[src/rtl/pwm3_pkg.sv]
`timescale 1ns/1ps
package pwm3_pkg;
   localparam int ADDR_W = 5;
   localparam int MAX_PH = 8;

   localparam logic [ADDR_W-1:0] A_DEAD = 5'd0;
   localparam logic [ADDR_W-1:0] A_HALF = 5'd1;
   localparam logic [ADDR_W-1:0] A_HBUF = 5'd2;
   localparam logic [ADDR_W-1:0] A_CNTA = 5'd3;
   localparam logic [ADDR_W-1:0] A_CNTB = 5'd4;
   localparam logic [ADDR_W-1:0] A_SUB  = 5'd5;
   localparam logic [ADDR_W-1:0] A_LIMA = 5'd6;
   localparam logic [ADDR_W-1:0] A_CMP0 = 5'd8;
   localparam logic [ADDR_W-1:0] A_BUF0 = 5'd16;

   typedef enum logic {DIR_UP = 1'b0, DIR_DN = 1'b1} dir_e;
endpackage

[src/rtl/pwm3_regs.sv]
`timescale 1ns/1ps
module pwm3_regs
   import pwm3_pkg::*;
#(
   parameter int CW       = 16,
   parameter int NPH      = 3,
   parameter int RST_DEAD = 2,
   parameter int RST_HALF = 16
) (
   input  logic                    clk,
   input  logic                    rst_n,
   input  logic                    run,
   input  logic                    prot_en,
   input  logic                    wr,
   input  logic [ADDR_W-1:0]       addr,
   input  logic [CW-1:0]           wdata,
   input  logic                    crest,
   input  logic                    trough,
   input  logic [CW-1:0]           cnt_a,
   input  logic [CW-1:0]           cnt_b,
   input  logic [CW-1:0]           sub,
   output logic [CW-1:0]           rdata,
   output logic [CW-1:0]           dead_o,
   output logic [CW-1:0]           half_o,
   output logic [CW-1:0]           lim_o,
   output logic [NPH-1:0][CW-1:0]  cmp_o,
   output logic [NPH-1:0][CW-1:0]  buf_o
);
   localparam logic [CW-1:0] RST_D = CW'(RST_DEAD);
   localparam logic [CW-1:0] RST_H = CW'(RST_HALF);

   logic [CW-1:0] dead_q, half_q, lim_q, hbuf_q, htmp_q;
   logic          hpend_q;
   logic [CW-1:0] wnz;
   logic          wr_dead, wr_half, wr_hbuf;

   assign wnz     = (wdata == '0) ? CW'(1) : wdata;
   assign wr_dead = wr & prot_en & ~run & (addr == A_DEAD);
   assign wr_half = wr & prot_en & ~run & (addr == A_HALF);
   assign wr_hbuf = wr & (addr == A_HBUF);

   always_ff @(posedge clk or negedge rst_n) begin
      if (!rst_n) begin
         dead_q  <= RST_D;
         half_q  <= RST_H;
         lim_q   <= RST_D + RST_H;
         hbuf_q  <= RST_H;
         htmp_q  <= RST_H;
         hpend_q <= 1'b0;
      end else begin
         if (trough && hpend_q) begin
            half_q  <= htmp_q;
            lim_q   <= dead_q + htmp_q;
            hpend_q <= 1'b0;
         end
         if (wr_dead) begin
            dead_q <= wdata;
            lim_q  <= wdata + half_q;
         end
         if (wr_half) begin
            half_q <= wnz;
            lim_q  <= dead_q + wnz;
         end
         if (wr_hbuf) begin
            hbuf_q  <= wdata;
            htmp_q  <= wnz;
            hpend_q <= 1'b1;
         end
      end
   end

   for (genvar i = 0; i < NPH; i++) begin : g_ph
      logic [CW-1:0] c_q, b_q, t_q;
      logic          p_q;
      logic          wr_c, wr_b;

      assign wr_c = wr & prot_en & (addr == (A_CMP0 + ADDR_W'(i)));
      assign wr_b = wr & (addr == (A_BUF0 + ADDR_W'(i)));

      always_ff @(posedge clk or negedge rst_n) begin
         if (!rst_n) begin
            c_q <= '0;
            b_q <= '0;
            t_q <= '0;
            p_q <= 1'b0;
         end else begin
            if ((crest || trough) && p_q) begin
               c_q <= t_q;
               p_q <= 1'b0;
            end
            if (wr_c) c_q <= wdata;
            if (wr_b) begin
               b_q <= wdata;
               t_q <= wdata;
               p_q <= 1'b1;
            end
         end
      end

      assign cmp_o[i] = c_q;
      assign buf_o[i] = b_q;
   end

   always_comb begin
      rdata = '0;
      case (addr)
         A_DEAD:  if (prot_en) rdata = dead_q;
         A_HALF:  if (prot_en) rdata = half_q;
         A_HBUF:  rdata = hbuf_q;
         A_CNTA:  if (prot_en) rdata = cnt_a;
         A_CNTB:  if (prot_en) rdata = cnt_b;
         A_SUB:   rdata = sub;
         A_LIMA:  if (prot_en) rdata = lim_q;
         default: begin
            for (int k = 0; k < NPH; k++) begin
               if (prot_en && addr == (A_CMP0 + ADDR_W'(k))) rdata = cmp_o[k];
               if (addr == (A_BUF0 + ADDR_W'(k)))            rdata = buf_o[k];
            end
         end
      endcase
   end

   assign dead_o = dead_q;
   assign half_o = half_q;
   assign lim_o  = lim_q;
endmodule

[src/rtl/pwm3_carrier.sv]
`timescale 1ns/1ps
module pwm3_carrier
   import pwm3_pkg::*;
#(
   parameter int CW    = 16,
   parameter int RST_A = 2
) (
   input  logic          clk,
   input  logic          rst_n,
   input  logic          run,
   input  logic [CW-1:0] dead,
   input  logic [CW-1:0] half,
   input  logic [CW-1:0] lim,
   output logic [CW-1:0] cnt_a,
   output logic [CW-1:0] cnt_b,
   output logic          crest,
   output logic          trough
);
   dir_e dir_a, dir_b;

   // reference counter: 0 .. half .. 0
   always_ff @(posedge clk or negedge rst_n) begin
      if (!rst_n) begin
         cnt_b <= '0;
         dir_b <= DIR_UP;
      end else if (!run) begin
         cnt_b <= '0;
         dir_b <= DIR_UP;
      end else if (dir_b == DIR_UP) begin
         if (cnt_b >= half) begin
            dir_b <= DIR_DN;
            cnt_b <= cnt_b - 1'b1;
         end else begin
            cnt_b <= cnt_b + 1'b1;
         end
      end else begin
         if (cnt_b == '0) begin
            dir_b <= DIR_UP;
            cnt_b <= cnt_b + 1'b1;
         end else begin
            cnt_b <= cnt_b - 1'b1;
         end
      end
   end

   // offset counter: dead .. dead+half .. dead, own limit and floor
   always_ff @(posedge clk or negedge rst_n) begin
      if (!rst_n) begin
         cnt_a <= CW'(RST_A);
         dir_a <= DIR_UP;
      end else if (!run) begin
         cnt_a <= dead;
         dir_a <= DIR_UP;
      end else if (dir_a == DIR_UP) begin
         if (cnt_a >= lim) begin
            dir_a <= DIR_DN;
            cnt_a <= cnt_a - 1'b1;
         end else begin
            cnt_a <= cnt_a + 1'b1;
         end
      end else begin
         if (cnt_a <= dead) begin
            dir_a <= DIR_UP;
            cnt_a <= cnt_a + 1'b1;
         end else begin
            cnt_a <= cnt_a - 1'b1;
         end
      end
   end

   assign crest  = run & (dir_b == DIR_UP) & (cnt_b >= half);
   assign trough = run & (cnt_b == '0);
endmodule

[src/rtl/pwm3_phase.sv]
`timescale 1ns/1ps
module pwm3_phase #(
   parameter int CW = 16
) (
   input  logic          clk,
   input  logic          rst_n,
   input  logic          run,
   input  logic [CW-1:0] cnt_a,
   input  logic [CW-1:0] cnt_b,
   input  logic [CW-1:0] cmp,
   output logic          hi_o,
   output logic          lo_o,
   output logic          fall_o
);
   logic hi_d, lo_d;

   assign hi_d = run & (cnt_b > cmp);
   assign lo_d = run & (cnt_a <= cmp);

   always_ff @(posedge clk or negedge rst_n) begin
      if (!rst_n) begin
         hi_o <= 1'b0;
         lo_o <= 1'b0;
      end else begin
         hi_o <= hi_d;
         lo_o <= lo_d;
      end
   end

   assign fall_o = (hi_o & ~hi_d) | (lo_o & ~lo_d);
endmodule

[src/rtl/pwm3_subcnt.sv]
`timescale 1ns/1ps
module pwm3_subcnt #(
   parameter int CW = 16
) (
   input  logic          clk,
   input  logic          rst_n,
   input  logic          run,
   input  logic          load,
   input  logic [CW-1:0] dead,
   output logic [CW-1:0] sub_o
);
   always_ff @(posedge clk or negedge rst_n) begin
      if (!rst_n)            sub_o <= '0;
      else if (!run)         sub_o <= '0;
      else if (load)         sub_o <= dead;
      else if (sub_o != '0)  sub_o <= sub_o - 1'b1;
   end
endmodule

[src/rtl/tri_pwm_deadtime.sv]
`timescale 1ns/1ps
module tri_pwm_deadtime
   import pwm3_pkg::*;
#(
   parameter int CW       = 16,
   parameter int NPH      = 3,
   parameter int RST_DEAD = 2,
   parameter int RST_HALF = 16
) (
   input  logic              clk,
   input  logic              rst_n,
   input  logic              run,
   input  logic              prot_en,
   input  logic              bus_wr,
   input  logic [ADDR_W-1:0] bus_addr,
   input  logic [CW-1:0]     bus_wdata,
   output logic [CW-1:0]     bus_rdata,
   output logic [NPH-1:0]    pwm_p,
   output logic [NPH-1:0]    pwm_n,
   output logic              cyc_stb
);
   initial begin
      assert (CW >= 4 && CW <= 32) else $error("CW out of range");
      assert (NPH >= 1 && NPH <= MAX_PH) else $error("NPH out of range");
      assert (RST_HALF >= 1) else $error("RST_HALF must be nonzero");
      assert (RST_DEAD + RST_HALF < (1 << CW)) else $error("reset limit overflows CW");
   end

   logic [CW-1:0]          cnt_a, cnt_b;
   logic [CW-1:0]          dead_w, half_w, lim_w, sub_w;
   logic [NPH-1:0][CW-1:0] cmp_w, buf_w;
   logic [NPH-1:0]         fall_w;
   logic                   crest, trough;

   pwm3_regs #(.CW(CW), .NPH(NPH), .RST_DEAD(RST_DEAD), .RST_HALF(RST_HALF)) u_regs (
      .clk(clk), .rst_n(rst_n), .run(run), .prot_en(prot_en),
      .wr(bus_wr), .addr(bus_addr), .wdata(bus_wdata),
      .crest(crest), .trough(trough),
      .cnt_a(cnt_a), .cnt_b(cnt_b), .sub(sub_w),
      .rdata(bus_rdata), .dead_o(dead_w), .half_o(half_w), .lim_o(lim_w),
      .cmp_o(cmp_w), .buf_o(buf_w)
   );

   pwm3_carrier #(.CW(CW), .RST_A(RST_DEAD)) u_car (
      .clk(clk), .rst_n(rst_n), .run(run),
      .dead(dead_w), .half(half_w), .lim(lim_w),
      .cnt_a(cnt_a), .cnt_b(cnt_b), .crest(crest), .trough(trough)
   );

   for (genvar i = 0; i < NPH; i++) begin : g_phase
      pwm3_phase #(.CW(CW)) u_ph (
         .clk(clk), .rst_n(rst_n), .run(run),
         .cnt_a(cnt_a), .cnt_b(cnt_b), .cmp(cmp_w[i]),
         .hi_o(pwm_p[i]), .lo_o(pwm_n[i]), .fall_o(fall_w[i])
      );
   end

   pwm3_subcnt #(.CW(CW)) u_sub (
      .clk(clk), .rst_n(rst_n), .run(run),
      .load(|fall_w), .dead(dead_w), .sub_o(sub_w)
   );

   assign cyc_stb = trough;
endmodule

[config.mk]
export PLATFORM = sky130hd
export DESIGN_NAME = tri_pwm_deadtime
export DESIGN_NICKNAME = d
export VERILOG_FILES = /design/src/rtl/pwm3_pkg.sv /design/src/rtl/pwm3_regs.sv /design/src/rtl/pwm3_carrier.sv /design/src/rtl/pwm3_phase.sv /design/src/rtl/pwm3_subcnt.sv /design/src/rtl/tri_pwm_deadtime.sv
export SDC_FILE = /design/constraint.sdc
export NUM_CORES = 1
export LEC_CHECK = 0
export ABC_AREA = 1
export BUFFER_PORTS_ARGS = -buffer_cell sky130_fd_sc_hd__buf_2
export CAP_MARGIN = 10
export CORE_ASPECT_RATIO = 1.5
export CORE_UTILIZATION = 30
export CTS_CLUSTER_DIAMETER = 150
export DETAILED_ROUTE_END_ITERATION = 16
export HOLD_SLACK_MARGIN = 0.03
export PLACE_DENSITY_LB_ADDON = 0.05
export SLEW_MARGIN = 10
export SYNTH_ARGS = -nofsm -noshare
export SYNTH_HDL_FRONTEND = slang
export SYNTH_SLANG_ARGS = --single-unit
export TNS_END_PERCENT = 100
[constraint.sdc]
create_clock -name clk -period 3.3 [get_ports clk]
set_input_delay 0.66 -clock clk [delete_from_list [all_inputs] [get_ports clk]]
set_output_delay 0.66 -clock clk [all_outputs]
set_load 0.05 [all_outputs]
; ---- Word level (Yosys, flattened, before mapping)
; Cells that the tools add are included.
[word_totals]
reg_bits = 236
output_inout_bits = 23
word_cells = 166
inputBits = 26
[op_classes]
n_addsub = 8
muxes = 51
n_reduce_logical = 22
eq_ne = 13
n_lt_le_gt_ge = 9
bitwise_logic = 37
[ops]
columns = cell, count
row1 = $mux 16, 34
row2 = $pmux 16 s7, 1
row3 = $le 16x16->1, 4
row4 = $add 16x16->16, 3
row5 = $gt 16x16->1, 3
row6 = $sub 16x1->16 const B, 3
row7 = $add 16x1->16 const B, 2
row8 = $ge 16x16->1, 2
row9 = $logic_not 16->1, 2
row10 = $and 1x1->1, 26
row11 = $mux 1, 16
row12 = $reduce_bool 16->1, 1
row13 = $reduce_bool 2->1, 8
row14 = $eq 5x3->1 const B, 3
row15 = $eq 5x4->1 const B, 3
row16 = $eq 5x5->1 const B, 3
row17 = $eq 5x2->1 const B, 2
row18 = $not 1->1, 8
row19 = $logic_and 1x1->1, 7
row20 = $eq 5x1->1 const B, 1
row21 = $logic_not 5->1, 1
row22 = $ne 3x1->1 const B, 1
row23 = $or 1x1->1, 3
row24 = $reduce_bool 3->1, 1
row25 = 2 further kinds, 2

; ---- Logic depth before layout (Yosys ltp)
; Gate-level depths: netlist of the first run.
[logic_depth]
ltp_word = 9
depth_mapped = 22
ltp_nobuf = 22

; ---- Cells and area by module
; A second synthesis of the first run with hierarchy kept.
[unflattened]
hier_cells = 2852
area_unflattened_um2 = 19780.2
[modules_own_cells]
columns = mod, area_per_inst_um2, instances, cells_each, seq_area_each_um2
row1 = pwm3_regs, 11761.3, 1, 1618, 4511.8
row2 = pwm3_carrier, 4277.9, 1, 660, 852.1
row3 = pwm3_phase, 859.6, 3, 130, 50.0
row4 = pwm3_subcnt, 1151.1, 1, 181, 400.4
row5 = tri_pwm_deadtime, 11.3, 1, 3, 0.0

; ---- Worst setup path after synthesis of the first run
; OpenSTA, ideal clock, no wires.
[synth_timing]
path_kind = input-to-output
start = input bus_addr[3]
end = output bus_rdata[0]
cell_stages = 8
required_time_ps = 2640
n_path_buf = 1
t_arrival_ps = 2440
path_slack_ps = 200
path_cell_list = inv_1 -> nand2_1 -> nor2_1 -> nand2_1 -> buf_2 -> o22ai_1 -> nor3_1 -> o2111ai_1
[synth_between]
elab_chain_len = 9
word_cells_on_any_way = 23
cone_classes = eq/ne (12) / mux (7) / reduce/logical (4)
[synth_rtl]
columns = item, line_no
row1 = "start, declared", tri_pwm_deadtime.sv:15  ; input logic [ADDR_W-1:0] bus_addr,
row2 = $eq 5x4->1, pwm3_regs.sv:116  ; if (prot_en && addr == (A_CMP0 + ADDR_W'(k))) rdata = cmp_o[k];
row3 = $logic_and 1x1->1, pwm3_regs.sv:116
row4 = $mux 16, pwm3_regs.sv:116
row5 = $mux 16, pwm3_regs.sv:117  ; if (addr == (A_BUF0 + ADDR_W'(k))) rdata = buf_o[k];
row6 = $mux 16, pwm3_regs.sv:116
row7 = $mux 16, pwm3_regs.sv:117
row8 = $mux 16, pwm3_regs.sv:116
row9 = $mux 16, pwm3_regs.sv:117
row10 = $pmux 16 s7 (*), pwm3_regs.sv:106  ; case (addr)
row11 = "end, declared", tri_pwm_deadtime.sv:17  ; output logic [CW-1:0] bus_rdata,
; Mark *: on every way between the ends. The rest lies on a longest branch, timed or not.

; ---- Final worst setup path of the first run
[layout_timing]
start = register u_car.cnt_b[9]
end = output bus_rdata[9]
[layout_between]
elab_chain_len = 2
[layout_rtl]
columns = item, line_no
row1 = "start, declared", pwm3_carrier.sv:15  ; output logic [CW-1:0] cnt_b,
row2 = "start signal, assigned", pwm3_carrier.sv:32  ; cnt_b <= cnt_b - 1'b1;
row3 = "start signal, assigned", pwm3_carrier.sv:34  ; cnt_b <= cnt_b + 1'b1;
row4 = "start signal, assigned", pwm3_carrier.sv:39  ; cnt_b <= cnt_b + 1'b1;
row5 = $mux 16, pwm3_regs.sv:111  ; A_CNTB: if (prot_en) rdata = cnt_b;
row6 = $pmux 16 s7, pwm3_regs.sv:106
; Every way passes these cells.

==> impl_metrics.yaml, run 1 <==
run_status:
  status: "finished clean"
routing:
  dr_total_vias: 18376
  drt_iter0_markers: 1011
  ant_nets: 0
  drc: 0
  wirelength_mm: 89.47
  drt_pass1_iterations: 7
  wl_per_cell_um: 25.04
  vias_per_cell: 5.143
die:
  die_area_sq_um: 64560
  die_x_um: 207.8
  io_pins: 49
  core_area_sq_um: 62500
  die_height_um: 310.7
  rows: 112
  initial_utilization_pct: 30.49
grt:
  overflow: 0
  grt_pass1_vias: 18563
  grt_max_degree: 61
  grt_usage_pct: 27.71
  antenna_found_initial: 5
  grt_pass1_wl_mm: 129.0
placed_design:
  io_buffers: 48
  post-dp-hpwl_mm: 72.42
  dpl.cell_count: 3514
  post-place-ws_ns: -0.1275
  place.gp.congestion: 1.004
layout:
  final_common_cell: "nand2_1"
  fillers: 6696
  layout.nets: 2972
  reg_top3: "u_regs.g_ph.b_q (48), u_regs.g_ph.c_q (48)"
  multi_input_area_sq_um: 11410
  layout_common_cells: "nand2_1, inv_1, o21ai_0"
  seq_area_sq_um: 5923
  stdcell_count: 3573
  drive_above_1_share_pct: 15.87
  area_delta_synth_final_pct: 18.55
synth:
  seq_area_frac_synth_pct: 31.04
  yosysUniqueCellTypes: 59
  synth_ff_type: "dfrtp_1"
  synth_edf_count: 0
  synth_nets: 2810
  avgSynthCellArea_sq_um: 7.369
  synthCells: 2586
  async_flop_share_pct: 100.0
  yosysWarnings: 0
  synth_area_sq_um: 19060
  synth-seq-cells: 236
  synthTopCellsByArea: "dfrtp_1, nand2_1, ha_1, o21ai_0, inv_1"
  synth_top_area_share_pct: 30.07
  yosys.area.top_type: "dfrtp_1"
critical_path:
  crit_type: "reg2out"
  crit_fanout: 9
  required_ns: 2.64
  worst_setup_path_end_kind: "output pin"
  start_kind: "register"
  arrival_ns: 2.59
clocking:
  cts_tree: "built"
  cts_setup_buffers: 0
  clock_latency_ns: 0.62
  cts_buffer_depth: 3
  holdBufCountCts: 0
  cts_sinks: 236
  cts_max_level: 1
  clock-root-buffer: "clkbuf_16"
  cts.clk_slew.worst_paths_ns: 0.05
  cts_made_buffers: 30
timing:
  setup_viol: 0
  clock_skew_ns: 0.03161
  maxSlewViolCount: 0
  worst_slack_ns: 0.05420
  period_needed_ns: 3.246
  tightest_slew_ns: 0.8978
  rsz0062_at_grt: "yes"
  hold_viol_final: 0
  max_freq_ghz: 0.3081
  slew_headroom_pct: 40.00
  period_share_pct: 98.36
run:
  drv_cap: 0
power:
  leakage_nw: 11.26
  pwr_density_cell_nw_per_um2: 820.7
  vdd_drop_max_mv: 0.4442
worst_hold_path:
  hold_path_class: "in2async"
[repair_timing]
action                                  CTS  global route
gates resized for setup                  10             9
pin swaps                                 1             0
endpoints found under the setup margin    6            10
[synthesized netlist by cell type (all sizes together), types with 32 or more instances]
master	count
ha	195
dfrtp	229
inv	313
buf	57
a21oi	149
nor3	33
o211ai	49
o21ai	307
nand4	32
clkbuf	47
nand2	707
nor2	156
xor2	68
nand3	110
[logic make-up after synthesis]
logic type / synth area share (%)
compound gates: 18.65
simple gates: 24.56
buf+inv: 9.284
fa+ha+maj: 13.12
xor+xnor: 3.355
flops: 31.04
[final timing paths]
path	start	to	slack, ns	depth (start not counted)
setup / recovery	u_car.cnt_b[9]	bus_rdata[9]	0.05	8
hold / removal	rst_n	g_phase[1].u_ph.hi_o	0.02	1
setup reg to reg	u_regs.g_ph[1].c_q[14]	u_sub.sub_o[14]	0.33	18
hold reg to reg	u_regs.hpend_q	u_regs.hpend_q	0.48	2
max in group asynchronous	rst_n	u_sub.sub_o[13]	2.40	2
min in group clk	bus_wdata[15]	u_regs.htmp_q[15]	0.43	4
[worst max-delay path, cell delays in order (launching register included)]
cell and delay, ns:
dfrtp_4 0.60, inv_2 0.16, o22ai_1 0.11, nor2_2 0.19, o21ai_0 0.12, buf_4 0.16, a22oi_1 0.19, o2111ai_1 0.25
buf_12 0.22
[where the power goes]
part	internal, W	switching, W	total (W)	leakage [nW]
combinational	0.00359	0.00662	0.0102	7.79
clock	0.00194	0.00147	0.00340	0.489
sequential	0.00384	0.00109	0.00493	2.98
total	0.00936	0.00918	0.0185	11.3
[through the flow]
step           area [sq um]  power, W  utilization, %   TNS (ns)  hold slack [ns]
2_1_floorplan         19060   0.01119               -          0           0.3644
4_1_cts               22560   0.01869           36.10          0          0.03211
5_1_grt               22590   0.02009           36.14  -0.006190          0.03733
6_report              22590   0.01854           36.15          0          0.01978
3_3_place_gp          21530   0.01499           34.45    -0.4124           0.4564
3_5_place_dp          21530   0.01517           34.45    -0.4440           0.4649
[layer usage]
layer  up-vias  GRT usage, %  share of wire (%)
met1      8784         29.48                 37
met4         2         22.07                9.3
met2       456         50.20                 51
li1       8947             -                  -
met3       187         2.220                3.0
met5         -             0              0.011
[cell type report]
| type | count | share of cell area, % |
|---|---|---|
| inverter | 315 | 5.233 |
| clock inverter | 11 | 0.4873 |
| sequential | 236 | 26.22 |
| multi-input combinational | 1931 | 50.51 |
| antenna | 3 | 0.03323 |
| clock buffer | 45 | 3.926 |
| tap | 798 | 4.419 |
| timing repair buffer | 234 | 9.171 |
Note: power is estimated with default switching activity, not from simulation.
==> run 2: changes to the inputs <==
--- a/config.mk
+++ b/config.mk
@@ -6,8 +6,10 @@
 export NUM_CORES = 1
 export LEC_CHECK = 0
 export ABC_AREA = 1
-export BUFFER_PORTS_ARGS = -buffer_cell sky130_fd_sc_hd__buf_2
+export BUFFER_PORTS_ARGS = -buffer_cell sky130_fd_sc_hd__buf_4
 export CAP_MARGIN = 10
+export CELL_PAD_IN_SITES_DETAIL_PLACEMENT = 0
+export CELL_PAD_IN_SITES_GLOBAL_PLACEMENT = 2
 export CORE_ASPECT_RATIO = 1.5
 export CORE_UTILIZATION = 30
 export CTS_CLUSTER_DIAMETER = 150
==> run 2 against run 1 <==
Maximum frequency increased by 0.21%. Register-to-register slack gained 0.11 ns. Clock power is 6.2% higher. Final area up 0.73%. Hold slack better by 0.0037 ns. Critical path type is now in2out.
==> impl_metrics.yaml, run 2 (synthesis results as in run 1) <==
critical_path:
  slowest_delay_ns: 0.42
  critical_path_buf_inv_count: 7
  r2r-end: "u_regs.lim_o[11]"
  start_kind: "primary input"
  crit_fanout: 9
  crit_top_cell: "buf_4"
  critPathCapture: "bus_rdata[11]"
  arrival_ns: 2.58
  timing.critical_path.from: "bus_addr[3]"
  reg2regPathDepth: 11
  reg2reg_slack_ns: 0.44
  worstReg2RegStart: "u_regs.htmp_q[2]"
  slowest_stage: "a221oi_1"
  crit_type: "in2out"
  required_ns: 2.64
  crit_family: "buffers and inverters"
  crit_chain: "buf_4 -> inv_1 -> nor3_2 -> buf_4 -> nand2_1 -> buf_4 -> buf_12 -> buf_4 -> o211ai_1 -> a221oi_1 -> o2111ai_1 -> buf_4"
  crit_cells: 12
  worst_setup_path_end_kind: "output pin"
timing:
  hold_viol_final: 0
  timing.hold.ws_ns: 0.02351
  period_needed_ns: 3.239
  tightest_slew_ns: 0.7857
  maxSlewViolCount: 0
  max_freq_ghz: 0.3087
  slew_headroom_pct: 47.62
  setup_viol: 0
  worst_slack_ns: 0.06110
  clock_skew_ns: 0.02171
  period_share_pct: 98.15
routing:
  dr_total_vias: 18541
  ant_nets: 0
  drt_pass1_iterations: 6
  wirelength_mm: 91.49
  vias_per_cell: 5.147
  drt_iter0_markers: 1094
  wl_per_cell_um: 25.40
  drc: 0
power:
  pwr_density_cell_nw_per_um2: 824.9
  vdd_drop_max_mv: 0.3579
  leakage_nw: 11.42
run_status:
  status: "finished clean"
grt:
  grt_pass1_wl_mm: 130.7
  overflow: 0
  grt_usage_pct: 28.21
  antenna_found_initial: 3
  grt_max_degree: 74
  grt_pass1_vias: 18647
clocking:
  cts_max_level: 1
  cts_made_buffers: 29
  clock_latency_ns: 0.60
  cts_tree: "built"
  cts.clk_slew.worst_paths_ns: 0.07
  cts_buffer_depth: 3
  cts_sinks: 236
  clock-root-buffer: "clkbuf_16"
layout:
  area_delta_synth_final_pct: 19.41
  multi_input_area_sq_um: 11420
  reg_top3: "u_regs.g_ph.b_q (48), u_regs.g_ph.c_q (48)"
  layout.nets: 3003
  layout_common_cells: "nand2_1, inv_1, buf_4"
  final_util_pct: 36.41
  fillers: 6709
  seq_area_sq_um: 5921
  drive_above_1_share_pct: 16.95
  final_common_cell: "nand2_1"
die:
  die_height_um: 310.7
  die_area_sq_um: 64560
  rows: 112
  initial_utilization_pct: 30.49
  io_pins: 49
  core_area_sq_um: 62500
  die_x_um: 207.8
worst_hold_path:
  hold_path_class: "in2async"
placed_design:
  place.gp.congestion: 0.9167
  io_buffers: 48
  post-dp-hpwl_mm: 74.60
  post-place-ws_ns: -0.1351
run:
  drv_cap: 0
==> run 2: cell types whose count changed in the layout (fill, tap and decap cells not counted), sizes merged <==
cell / delta
inv: +1
clkinv: -1
clkinvlp: +1
clkbuf: -10
buf: +35
diode: -1
bufinv: +4
==> run 2: power breakdown <==
part	internal [W]	switching (W)	total (W)
logic	0.00362	0.00660	0.0102
clock network	0.00215	0.00146	0.00361
registers	0.00384	0.00111	0.00495
==> run 2: worst reg2reg max path, delay by kind of cell (launching register included) <==
kind | cells | cell delay, ns
simple gates | 5 | 0.79
buf+inv | 1 | 0.08
fa+ha+maj | 1 | 0.39
flops | 1 | 0.50
compound gates | 4 | 1.04
==> run 2: how the worst min path moves through the flow <==
| stage | from | to | slack [ns] | cells past startpoint |
|---|---|---|---|---|
| after floorplan | rst_n | g_phase[0].u_ph.hi_o | 0.36 | 0 |
| after global placement | u_regs.lim_o[14] | u_regs.lim_o[14] | 0.47 | 2 |
| after detailed placement | u_regs.lim_o[14] | u_regs.lim_o[14] | 0.48 | 2 |
| after CTS | rst_n | g_phase[1].u_ph.lo_o | 0.05 | 1 |
| after global routing | rst_n | g_phase[1].u_ph.lo_o | 0.06 | 1 |
| final | rst_n | g_phase[1].u_ph.lo_o | 0.02 | 1 |
==> run 2: what timing repair did <==
item                       4_1_cts  5_1_grt
setup endpoints to repair        7        8
buffers inserted                 0        2
gates resized for setup          8        7
hold buffers                     0        0
hold endpoints to repair         0        0
==> run 2: per-layer routing <==
layer	share of wire [%]	global-route usage (%)
met3	2.7	1.958
met5	0.012	0
met1	37	29.73
met4	8.3	20.15
met2	52	52.72
==> run 2: final cells by class <==
type                            count  share of cell area, %
Antenna cell                        2                0.02199
Clock buffer                       38                  3.601
Clock inverter                     16                  1.034
Inverter                          315                  5.196
Multi-Input combinational cell   1931                  50.16
Sequential cell                   236                  26.02
Tap cell                          798                  4.388
Timing Repair Buffer              266                  9.578
==> run 2: per-stage QoR <==
| stage | total power (W) | cells | setup TNS, ns | cell area [sq um] |
|---|---|---|---|---|
| finish | 0.01877 | 3602 | 0 | 22760 |
| global route | 0.02025 | 3600 | -0.0003593 | 22750 |
| CTS | 0.01891 | 3598 | 0 | 22710 |
| detailed placement | 0.01519 | 3544 | -0.4242 | 21630 |
| global placement | 0.01508 | 3544 | -0.4711 | 21630 |
| floorplan | 0.01119 | 2586 | 0 | 19060 |
==> run 3: changes to the inputs <==
--- a/config.mk
+++ b/config.mk
@@ -16,8 +16,10 @@
 export DETAILED_ROUTE_END_ITERATION = 16
 export HOLD_SLACK_MARGIN = 0.03
 export PLACE_DENSITY_LB_ADDON = 0.05
+export REMOVE_ABC_BUFFERS = 1
 export SLEW_MARGIN = 10
 export SYNTH_ARGS = -nofsm -noshare
 export SYNTH_HDL_FRONTEND = slang
+export SYNTH_HIERARCHICAL = 1
 export SYNTH_SLANG_ARGS = --single-unit
 export TNS_END_PERCENT = 100
==> run 3 against run 2 <==
Maximum frequency hardly changed. Clock skew is 0.0035 ns lower. Count of clock-buffer cells in the layout shrank 2. Critical path type unchanged. Clock power down 2%. Critical endpoint is now bus_rdata[5]. Via count increased by 6.7%.
==> impl_metrics.yaml, run 3 <==
die:
  rows: 114
  die_area_sq_um: 66990
  die_height_um: 316.5
  core_area_sq_um: 64760
  initial_utilization_pct: 30.55
  die_x_um: 211.7
  io_pins: 49
power:
  pwr_density_cell_nw_per_um2: 823.6
  power.share.sequential_pct: 26.1
  total_power_w: 0.01899
  comb_power_share_pct: 55.2
  switchingPower_w: 0.009470
  p_int_w: 0.009518
  swShare_pct: 49.87
  pwr-share-clk_pct: 18.7
  leakage_nw: 11.86
  vdd_drop_max_mv: 0.3677
timing:
  slew_headroom_pct: 33.72
  maxSlewViolCount: 0
  rsz0062_at_grt: "no"
  clock_skew_ns: 0.01817
  period_needed_ns: 3.241
  max_freq_ghz: 0.3086
  timing.hold.ws_ns: 0.04831
  tns_ns: 0
  tightest_slew_ns: 0.9918
  hold_viol_final: 0
  worst_slack_ns: 0.05917
  setup_viol: 0
  period_share_pct: 98.21
synth:
  yosysUniqueCellTypes: 55
  synthCells: 2852
  synth_most_common_cell: "nand2_1"
  yosys.area.top_type: "dfrtp_1"
  synth_edf_count: 0
  synth_ff_type: "dfrtp_1"
  synth-seq-cells: 236
  avgSynthCellArea_sq_um: 6.936
  synth_common_cells: "nand2_1, inv_1, nand3_1"
  async_flop_share_pct: 100.0
  synthTopCellsByArea: "dfrtp_1, nand2_1, ha_1, inv_1, nand3_1"
  synth_area_sq_um: 19780
  seq_area_frac_synth_pct: 29.90
  synth_top_area_share_pct: 28.97
  yosysWarnings: 6
critical_path:
  start_kind: "primary input"
  worstReg2RegStart: "u_car/cnt_a[15]"
  crit_type: "in2out"
  crit_fanout: 7
  worst_setup_path_end_kind: "output pin"
  reg2reg_slack_ns: 0.16
  required_ns: 2.64
  r2r-end: "u_sub/sub_o[5]"
  reg2regPathDepth: 18
  arrival_ns: 2.58
grt:
  grt_max_degree: 78
  antenna_found_initial: 4
  grt_pass1_vias: 19716
  overflow: 0
  grt_usage_pct: 27.95
  grt_pass1_wl_mm: 134.8
layout:
  fillers: 7133
  area_delta_synth_final_pct: 16.55
  layout.nets: 3203
  final_common_cell: "nand2_1"
  layout_common_cells: "nand2_1, inv_1, nand3_1"
  drive_above_1_share_pct: 11.50
  num_antenna_cells: 0
  reg_top3: "u_regs/g_ph.c_q (48), u_regs/g_ph.t_q (48)"
run:
  drv_cap: 0
clocking:
  cts_setup_buffers: 0
  clock_latency_ns: 0.60
  cts_tree: "built"
  cts_buffer_depth: 3
  clock-root-buffer: "clkbuf_16"
  cts_made_buffers: 28
  cts.clk_slew.worst_paths_ns: 0.07
  cts_sinks: 236
  cts_max_level: 1
routing:
  drc: 0
  vias_per_cell: 5.112
  drt_iter0_markers: 1356
  drt_pass1_iterations: 7
  ant_nets: 0
  wl_per_cell_um: 24.12
  wirelength_mm: 93.36
  dr_total_vias: 19787
worst_hold_path:
  hold_path_class: "in2async"
placed_design:
  io_buffers: 48
  post-place-ws_ns: -0.04173
  place.gp.congestion: 0.9057
  post-dp-hpwl_mm: 74.68
run_status:
  status: "finished clean"
==> run 3: per-stage QoR <==
| stage | std cells | instance area, sq um | util (%) |
|---|---|---|---|
| 6_report | 3871 | 23050 | 35.60 |
| 5_1_grt | 3871 | 23050 | 35.60 |
| 4_1_cts | 3871 | 23030 | 35.56 |
| 3_5_place_dp | 3819 | 21990 | 33.96 |
| 3_3_place_gp | 3819 | 21990 | 33.96 |
| 2_1_floorplan | 2753 | 19290 | - |
==> run 3: worst max path at each step <==
stage | from | endpoint | slack (ns) | cells past startpoint
2_1_floorplan | u_car/cnt_b[1] | u_regs/lim_o[1] | 0.06 | 12
3_3_place_gp | u_car/cnt_b[2] | u_regs/g_ph[2].c_q[3] | -0.03 | 11
3_5_place_dp | u_car/cnt_b[2] | u_regs/g_ph[2].c_q[8] | -0.04 | 11
4_1_cts | u_car/cnt_b[2] | cyc_stb | 0.02 | 8
5_1_grt | u_car/cnt_b[11] | u_sub/sub_o[5] | 0.02 | 18
6_report | bus_addr[2] | bus_rdata[5] | 0.06 | 12
==> run 3: critical path, cell delays in order <==
cell and delay (ns):
buf_4 0.14, inv_1 0.08, nor3_2 0.05, buf_4 0.15, nand2_1 0.10, inv_1 0.07, buf_4 0.16, a21oi_1 0.18
nand3_1 0.10, a21oi_1 0.39, nand3_1 0.24, buf_4 0.26
==> run 3: power groups by stage <==
stage	Clock (W)	Sequential [W]	Combinational (W)
floorplan	0	0.00463	0.00646
global placement	0	0.00500	0.0103
detailed placement	0	0.00501	0.0104
CTS	0.00364	0.00496	0.0105
global route	0.00373	0.00504	0.0118
finish	0.00355	0.00495	0.0105
==> run 3: cell families (layout without fill, tap and decap cells) <==
family          count (synthesis)  in the layout  share of synthesized area, %
compound gates                442            442                         13.30
flops                         236            236                         29.90
fa+ha+maj                     198            198                         12.64
simple gates                 1374           1374                         30.46
buf+inv                       538            687                         10.87
xor+xnor                       64             64                         2.834
==> run 3: cell type report <==
| cell class | instances | area, sq um | area share (%) |
|---|---|---|---|
| inverter | 439 | 1655 | 7.180 |
| tap | 870 | 1089 | 4.722 |
| multi-input combinational | 2078 | 11740 | 50.93 |
| clock buffer | 36 | 800.8 | 3.474 |
| sequential | 236 | 5919 | 25.68 |
| clock inverter | 16 | 231.5 | 1.004 |
| timing repair buffer | 196 | 1617 | 7.012 |
==> run 3: what timing repair did <==
action                     4_1_cts  5_1_grt
hold buffers                     0        0
gates resized for setup          2        8
cloned                           0        0
setup endpoints to repair       18       48
==> run 3: routing by layer <==
layer | track usage, % | part of all wire (%)
met5 | 0 | 0.039
met4 | 16.62 | 6.9
met3 | 2.733 | 3.9
met2 | 51.18 | 51
met1 | 31.14 | 38
